## src/rtl/rxq_pkg.sv

```systemverilog
package rxq_pkg;
  localparam int MAX_FRAME = 12;

  // trigger code -> bytes
  function automatic logic [3:0] trig_bytes(input logic [1:0] code);
    case (code)
      2'd0:    return 4'd1;
      2'd1:    return 4'd4;
      2'd2:    return 4'd8;
      default: return 4'd14;
    endcase
  endfunction

  // start + data + optional parity + one or two stop bits
  function automatic logic [3:0] frame_bits(input logic [3:0] fmt);
    return 4'd7 + {2'b00, fmt[1:0]} + {3'b000, fmt[3]} + {3'b000, fmt[2]};
  endfunction
endpackage

```

## src/rtl/rxq_store.sv

```systemverilog
module rxq_store #(
  parameter int DEPTH = 16,
  parameter int W     = 8,
  localparam int AW   = $clog2(DEPTH),
  localparam int CW   = $clog2(DEPTH + 1)
) (
  input  logic          clk,
  input  logic          rst_n,
  input  logic          push,
  input  logic          pop,
  input  logic          flush,
  input  logic [W-1:0]  din,
  output logic [W-1:0]  head,
  output logic [CW-1:0] count
);
  localparam logic [CW-1:0] FULLV = CW'(DEPTH);
  localparam logic [AW-1:0] LASTP = AW'(DEPTH - 1);

  logic [W-1:0]  mem [DEPTH];
  logic [AW-1:0] wp, rp;

  wire do_pop  = pop && (count != '0);
  wire do_push = push && ((count != FULLV) || do_pop);

  always_ff @(posedge clk) begin
    if (do_push && !flush) mem[wp] <= din;
  end

  always_ff @(posedge clk or negedge rst_n) begin
    if (!rst_n) begin
      wp <= '0; rp <= '0; count <= '0;
    end else if (flush) begin
      wp <= '0; rp <= '0; count <= '0;
    end else begin
      if (do_push) wp <= (wp == LASTP) ? '0 : wp + AW'(1);
      if (do_pop)  rp <= (rp == LASTP) ? '0 : rp + AW'(1);
      case ({do_push, do_pop})
        2'b10:   count <= count + CW'(1);
        2'b01:   count <= count - CW'(1);
        default: count <= count;
      endcase
    end
  end

  assign head = mem[rp];

  assert_no_overflow_R3: assert property (@(posedge clk) disable iff (!rst_n)
    count <= FULLV);
  assert_empty_pop_R7: assert property (@(posedge clk) disable iff (!rst_n)
    (pop && !push && count == '0) |=> count == '0);
endmodule

```

## src/rtl/rxq_timer.sv

```systemverilog
module rxq_timer import rxq_pkg::*; #(
  parameter int DIV_W         = 16,
  parameter int TICKS_PER_BIT = 16,
  parameter int CHAR_SPAN     = 4
) (
  input  logic             clk,
  input  logic             rst_n,
  input  logic             restart,
  input  logic             cancel,
  input  logic [DIV_W-1:0] divisor,
  input  logic [3:0]       fmt,
  output logic             expire
);
  localparam int SPAN = TICKS_PER_BIT * CHAR_SPAN;
  localparam int TW   = $clog2(MAX_FRAME * SPAN + 1);

  logic             armed;
  logic [DIV_W-1:0] pre;
  logic [TW-1:0]    ticks;

  wire [DIV_W-1:0] div_eff = (divisor == '0) ? DIV_W'(1) : divisor;
  wire [TW-1:0]    limit   = TW'(frame_bits(fmt)) * TW'(SPAN);
  wire             tick    = armed && (pre == div_eff - DIV_W'(1));

  assign expire = tick && (ticks == limit - TW'(1)) && !restart && !cancel;

  always_ff @(posedge clk or negedge rst_n) begin
    if (!rst_n) begin
      armed <= 1'b0; pre <= '0; ticks <= '0;
    end else if (cancel) begin
      armed <= 1'b0; pre <= '0; ticks <= '0;
    end else if (restart) begin
      armed <= 1'b1; pre <= '0; ticks <= '0;
    end else if (expire) begin
      armed <= 1'b0; pre <= '0; ticks <= '0;
    end else if (tick) begin
      pre <= '0; ticks <= ticks + TW'(1);
    end else if (armed) begin
      pre <= pre + DIV_W'(1);
    end
  end

  assert_restart_holds_off_R8: assert property (@(posedge clk) disable iff (!rst_n)
    (restart && !cancel) |=> !expire);
  assert_cancel_quiet_R11: assert property (@(posedge clk) disable iff (!rst_n)
    cancel |=> !expire);
endmodule

```

## src/rtl/rx_char_queue.sv

```systemverilog
module rx_char_queue import rxq_pkg::*; #(
  parameter int DEPTH         = 16,
  parameter int DIV_W         = 16,
  parameter int TICKS_PER_BIT = 16,
  parameter int CHAR_SPAN     = 4
) (
  input  logic                         clk,
  input  logic                         rst_n,
  input  logic                         rx_valid,
  input  logic [7:0]                   rx_data,
  input  logic                         rx_break,
  input  logic                         host_rd,
  output logic [7:0]                   rd_data,
  input  logic                         lsr_rd,
  input  logic                         cfg_we,
  input  logic                         cfg_enable,
  input  logic                         cfg_flush,
  input  logic [1:0]                   cfg_trig,
  input  logic                         fmt_we,
  input  logic [3:0]                   fmt_data,
  input  logic [DIV_W-1:0]             divisor,
  output logic [$clog2(DEPTH+1)-1:0]   fill_level,
  output logic [3:0]                   trig_level,
  output logic                         fifo_on,
  output logic                         data_ready,
  output logic                         break_seen,
  output logic                         overrun,
  output logic                         char_timeout
);
  localparam int CW = $clog2(DEPTH + 1);
  localparam logic [CW-1:0] FULLV = CW'(DEPTH);
  localparam logic [CW-1:0] ONE   = CW'(1);

  logic          fifo_en;
  logic [1:0]    trig_code;
  logic [3:0]    fmt_q;
  logic [7:0]    hold_q;
  logic          dr_q, bi_q, oe_q, to_q;
  logic [7:0]    head;
  logic [CW-1:0] count;
  logic          tmr_expire;

  // flush: explicit request or a mode change
  wire flush     = cfg_we && (cfg_flush || (cfg_enable != fifo_en));
  wire arrive    = (rx_valid || rx_break) && !flush;
  wire [7:0] in_byte = rx_break ? 8'h00 : rx_data;

  wire q_push    = fifo_en && arrive;
  wire q_pop     = fifo_en && host_rd && !flush && (count != '0);
  wire q_drop    = q_push && (count == FULLV) && !q_pop;
  wire hold_push = !fifo_en && arrive;

  wire ovr_event = q_drop || (hold_push && dr_q && !host_rd);
  wire brk_event = arrive && rx_break;
  wire emptied   = fifo_en ? (q_pop && count == ONE && !q_push)
                           : (host_rd && !hold_push && !flush);

  wire tmr_restart = q_push || (q_pop && (count > ONE || q_push));

  rxq_store #(.DEPTH(DEPTH), .W(8)) u_store (
    .clk   (clk),
    .rst_n (rst_n),
    .push  (q_push),
    .pop   (q_pop),
    .flush (flush),
    .din   (in_byte),
    .head  (head),
    .count (count)
  );

  rxq_timer #(.DIV_W(DIV_W), .TICKS_PER_BIT(TICKS_PER_BIT), .CHAR_SPAN(CHAR_SPAN)) u_timer (
    .clk     (clk),
    .rst_n   (rst_n),
    .restart (tmr_restart),
    .cancel  (flush),
    .divisor (divisor),
    .fmt     (fmt_q),
    .expire  (tmr_expire)
  );

  // configuration
  always_ff @(posedge clk or negedge rst_n) begin
    if (!rst_n) begin
      fifo_en   <= 1'b0;
      trig_code <= 2'd0;
      fmt_q     <= 4'd0;
    end else begin
      if (cfg_we) begin
        fifo_en   <= cfg_enable;
        trig_code <= cfg_trig;
      end
      if (fmt_we) fmt_q <= fmt_data;
    end
  end

  // holding register for single-character mode
  always_ff @(posedge clk or negedge rst_n) begin
    if (!rst_n)         hold_q <= 8'h00;
    else if (hold_push) hold_q <= in_byte;
  end

  // status
  always_ff @(posedge clk or negedge rst_n) begin
    if (!rst_n) begin
      dr_q <= 1'b0; bi_q <= 1'b0; oe_q <= 1'b0; to_q <= 1'b0;
    end else begin
      if (flush)                 dr_q <= 1'b0;
      else if (arrive)           dr_q <= 1'b1;
      else if (emptied)          dr_q <= 1'b0;

      if (flush)                 bi_q <= 1'b0;
      else if (brk_event)        bi_q <= 1'b1;
      else if (emptied || lsr_rd) bi_q <= 1'b0;

      if (ovr_event)             oe_q <= 1'b1;
      else if (lsr_rd)           oe_q <= 1'b0;

      if (flush || host_rd)      to_q <= 1'b0;
      else if (tmr_expire && count != '0) to_q <= 1'b1;
    end
  end

  assign rd_data      = fifo_en ? ((count == '0) ? 8'h00 : head) : hold_q;
  assign fill_level   = count;
  assign trig_level   = trig_bytes(trig_code);
  assign fifo_on      = fifo_en;
  assign data_ready   = dr_q;
  assign break_seen   = bi_q;
  assign overrun      = oe_q;
  assign char_timeout = to_q;

  assert_drop_keeps_R3: assert property (@(posedge clk) disable iff (!rst_n)
    (fifo_en && (rx_valid || rx_break) && count == FULLV && !host_rd && !cfg_we)
      |=> (count == FULLV) && overrun);
  assert_ready_tracks_R7: assert property (@(posedge clk) disable iff (!rst_n)
    fifo_en |-> (dr_q == (count != '0)));
  assert_timeout_has_data_R8: assert property (@(posedge clk) disable iff (!rst_n)
    to_q |-> (count != '0));
  assert_read_clears_R9: assert property (@(posedge clk) disable iff (!rst_n)
    host_rd |=> !char_timeout);
  assert_lsr_clear_R12: assert property (@(posedge clk) disable iff (!rst_n)
    (lsr_rd && !rx_valid && !rx_break) |=> (!overrun && !break_seen));
  assert_flush_empties_R11: assert property (@(posedge clk) disable iff (!rst_n)
    flush |=> (count == '0) && !data_ready);
endmodule

```

## config.mk

```make
export PLATFORM = sky130hd
export DESIGN_NAME = rx_char_queue
export DESIGN_NICKNAME = d
export VERILOG_FILES = /design/src/rtl/rxq_pkg.sv /design/src/rtl/rxq_store.sv /design/src/rtl/rxq_timer.sv /design/src/rtl/rx_char_queue.sv
export SDC_FILE = /design/constraint.sdc
export NUM_CORES = 1
export LEC_CHECK = 0
export ABC_CLOCK_PERIOD_IN_PS = 3600
export CAP_MARGIN = 20
export CORE_ASPECT_RATIO = 0.5
export CORE_UTILIZATION = 35
export DETAILED_ROUTE_END_ITERATION = 10
export DONT_BUFFER_PORTS = 1
export GPL_TIMING_DRIVEN = 0
export HOLD_SLACK_MARGIN = 0.03
export REMOVE_ABC_BUFFERS = 1
export SLEW_MARGIN = 20
export SYNTH_ARGS = -nofsm -noshare
export SYNTH_HDL_FRONTEND = slang
export SYNTH_SLANG_ARGS = --single-unit
```

## constraint.sdc

```tcl
create_clock -name clk -period 3.6 [get_ports clk]
set_input_delay 0.36 -clock clk [delete_from_list [all_inputs] [get_ports clk]]
set_output_delay 0.36 -clock clk [all_outputs]
set_load 0.03 [all_outputs]
```

==> results.md <==
- Routed wire length per instance: roughly 18 µm
- Total power: about 5.3 mW
- P&R area growth vs syn: 12.7%
- Crit path cell chain: inv_1, ha_1, or4b_1, and3_1, nand3b_1, or4b_2, a21oi_1, xnor2_1, nor2_1
- All-Layer GR Usage: 14.8%
- Area taken by flip-flops and latches: between 0.005 and 0.006 mm²
- Outcome: finished clean
- Die ar.: 0.0261 mm²
- Worst setup margin: around 0.25 ns
- Seq pwr share: between 40 and 50%
- Area share of the largest cell type after synthesis: a little over two fifths
- Max cap viols: 0
- Maximum vdd drop: between 0.3 and 0.4 mV
- Maximum fanout along the worst path: 11
- HPWL Detailed: 12,200 µm
- Num CTS Buffers: 17
- Combinational power share: between 10% and 20%
- Critical path required time: ~3.9 ns
- Setup_tns: 0 ns
- Largest stage delay, worst path: ~0.7 ns
- Distinct cells, synth: 60
- Min Hold Slack: 0.0494 ns
- Syn Inst Count: between 600 and 700
- Leak: between 3 and 4 nW
- Antenna viol nets, final: 0
- Critical Path Sink Type: flip-flop
- Synthesized area: 0.00891 mm²
- Slowest library cell on the worst path: or4b_2
- Yosys Warn Count: 0
- Placement Cell Area: 0.00929 mm²
- Vias post-DR: 5,345
- Global route overflow: 0
- First-pass GRT wire length: 29,100 µm
- Largest net degree at the start of global routing: 60
- Ys flop type: edfxtp_1
- Synth Area per Inst: around 14 µm²
- Post-synth top cells: edfxtp_1, dfrtp_1, nor2_1, mux4_2, nand2_1
- Sw Ratio: roughly 30%
- Clock Tree Buf Depth: 2
- Htree depth: 4
- Ys async rst share: 31.6%
- Worst slew pin tran: roughly 1.1 ns
- Dpl ws: -0.671 ns
- Core Region: 0.0245 mm²
- Unrepaired setup endpoints after global routing: no
- Fillers: around 2.2k
- Internal: around 3.7 mW
- Setup Skew: ~0.011 ns
- Yosys top cell by area: edfxtp_1
- DIE WIDTH: ~230 µm
- Via-per-instance ratio: about 5.3
- Number of synthesized flops with an enable pin: roughly 130
- Finish-stage setup viols: 0
- TritonCTS clock tree: yes
- Largest cells by area after synthesis: edfxtp_1, dfrtp_1, mux4_2, xor2_1, ha_1
- Cell count after placement: 966
- Final instance area: between 0.01 and 0.015 mm²
- Hold crit path type: in2reg
- CP bufs+invs: 1
- Final Cycle Share: between 90% and 100%
- Nets: a little over 700
- Die Y: around 110 µm
- # DRC: 0
- CP Launch Type: flip-flop
- Synth Register Bits: 187
- PwrDens: 526 mW/mm²
- Seq/Total Area, Yosys: roughly three fifths
- Multi-input gate area: about 0.0035 mm²
- Post-layout min period: approximately 3.4 ns
- Initial DRT Pass Iterations: 5
- CP Class: reg2reg
- Num rows: 40
- Clock power frac: a little over a third
- Final wirelength: 18,300 µm
- CP delay by family, top: simple AND/OR/NAND/NOR gates
- Finished Layout Cells: between 1k and 1.5k
- Count of pins over their slew limit: 0
- Rel. slew slack: a little under 30%
- Clock Latency Late Sink: roughly 0.43 ns
- Root buf cell: clkbuf_16
- Number of port buffers: 0
- Boundary Pins: 62
- Clock slew at reported path FFs: roughly 0.070 ns
- Fraction of layout cells with a size suffix above 1: between 15 and 20%
- Initial drt markers: between 400 and 500
- Total clock sinks: 187
- Switching pwr: between 1.5 and 2 mW
- Initial antenna violation count: 1
- Count leader, synth: edfxtp_1
- Final Core Density: about two fifths
- CP arrival: between 3 and 4 ns
- Gpl congestion: 0.794
- Initial core utilization: between 30% and 40%
- Max Clock Freq: 0.298 GHz
- Number of global-route vias before repair: 5,334
- Final Hold Vio Count: 0
==> worst register-to-register path, cell delays in order, from the launching register on <==
cell and delay (ns):
dfrtp_1 0.69, inv_1 0.10, ha_1 0.27, or4b_1 0.48, and3_1 0.34, nand3b_1 0.24
or4b_2 0.70, a21oi_1 0.19, xnor2_1 0.14, nor2_1 0.05
==> area by class of cell <==
class	count	area share, %
antenna	1	0.0249
multi-input combinational	413	34.4
sequential	187	53.0
clock buffer	17	4.24
timing repair buffer	8	1.32
clock inverter	15	1.79
tap	336	4.19
inverter	27	1.01
==> cell usage in the layout (no fill, tap or decap), types with 4 or more instances in the layout <==
master,Yosys,layout
inv_6,0,4
dfrtp_1,59,56
nand3b_1,7,7
nand2b_1,6,6
mux2i_1,4,4
mux4_2,40,40
xnor2_1,20,20
nor4_1,4,4
xor2_1,23,23
nand3_1,16,16
nand4_1,18,18
nor3_1,13,7
nand2_1,35,35
o31ai_1,9,9
a21oi_1,28,28
nor2b_1,13,6
nand4b_1,4,4
nor2b_2,0,7
or4_1,7,6
clkbuf_16,0,17
inv_1,27,27
ha_1,16,16
nor2_1,49,48
mux2_2,5,5
and3_1,11,11
and2_1,11,11
o21ai_0,29,29
nor3_2,1,5
inv_8,0,5
edfxtp_1,128,128
clkinv_8,0,4
==> power by group through the flow <==
stage	combinational (mW)	clock, mW	sequential (mW)
final	0.887	1.89	2.50
after global placement	0.739	0	2.63
after detailed placement	0.856	0	2.55
after floorplan	0.599	0	2.57
after CTS	0.897	1.93	2.51
after global routing	0.971	2.00	2.52
==> state kept, by name (all words and copies together) (netlist names), 2 cells and up <==
name           flops
u_store.wp         4
u_timer.pre       16
hold_q             8
u_store.mem      128
fmt_q              4
trig_code          2
u_timer.ticks     10
u_store.rp         4
u_store.count      5
==> final timing paths <==
path / from / slack [ns] / to / cells past startpoint
min: fmt_data[0] / 0.05 / fmt_q[0] / 2
max: u_store.count[0] / 0.25 / u_store.count[4] / 9
max reg2reg: u_store.count[0] / 0.25 / u_store.count[4] / 9
min reg2reg: fmt_q[2] / 0.53 / fmt_q[2] / 1
max in group asynchronous: rst_n / 2.84 / u_store.rp[0] / 2
min in group asynchronous: rst_n / 0.48 / fmt_q[0] / 2
==> routing by layer <==
| metal | GRT usage, % | vias up | wire (µm) |
|---|---|---|---|
| met4 | 4.43 | 0 | 169 |
| met5 | 0 | - | 0 |
| met2 | 24.3 | 93 | 9120 |
| met3 | 3.35 | 15 | 665 |
| met1 | 19.6 | 2750 | 8370 |
| li1 | - | 2487 | - |
==> kinds of logic (layout without fill, tap and decap cells) <==
family | Yosys count | after routing | share of synthesized area, %
simple gates | 214 | 214 | 13.2
flops | 187 | 187 | 59.7
compound gates | 90 | 90 | 6.59
buf+inv | 59 | 67 | 2.58
mux | 49 | 49 | 11.2
xor+xnor | 43 | 43 | 4.23
fa+ha+maj | 17 | 17 | 2.47
other cells | 0 | 1 | 0
==> what timing repair did <==
item	4_1_cts	5_1_grt
buffers inserted	1	0
hold buffers	4	0
resized for setup	5	4
hold endpoints to repair	63	0
pin swaps	1	0
setup endpoints to repair	151	61
(Power assumes the default switching activity.)
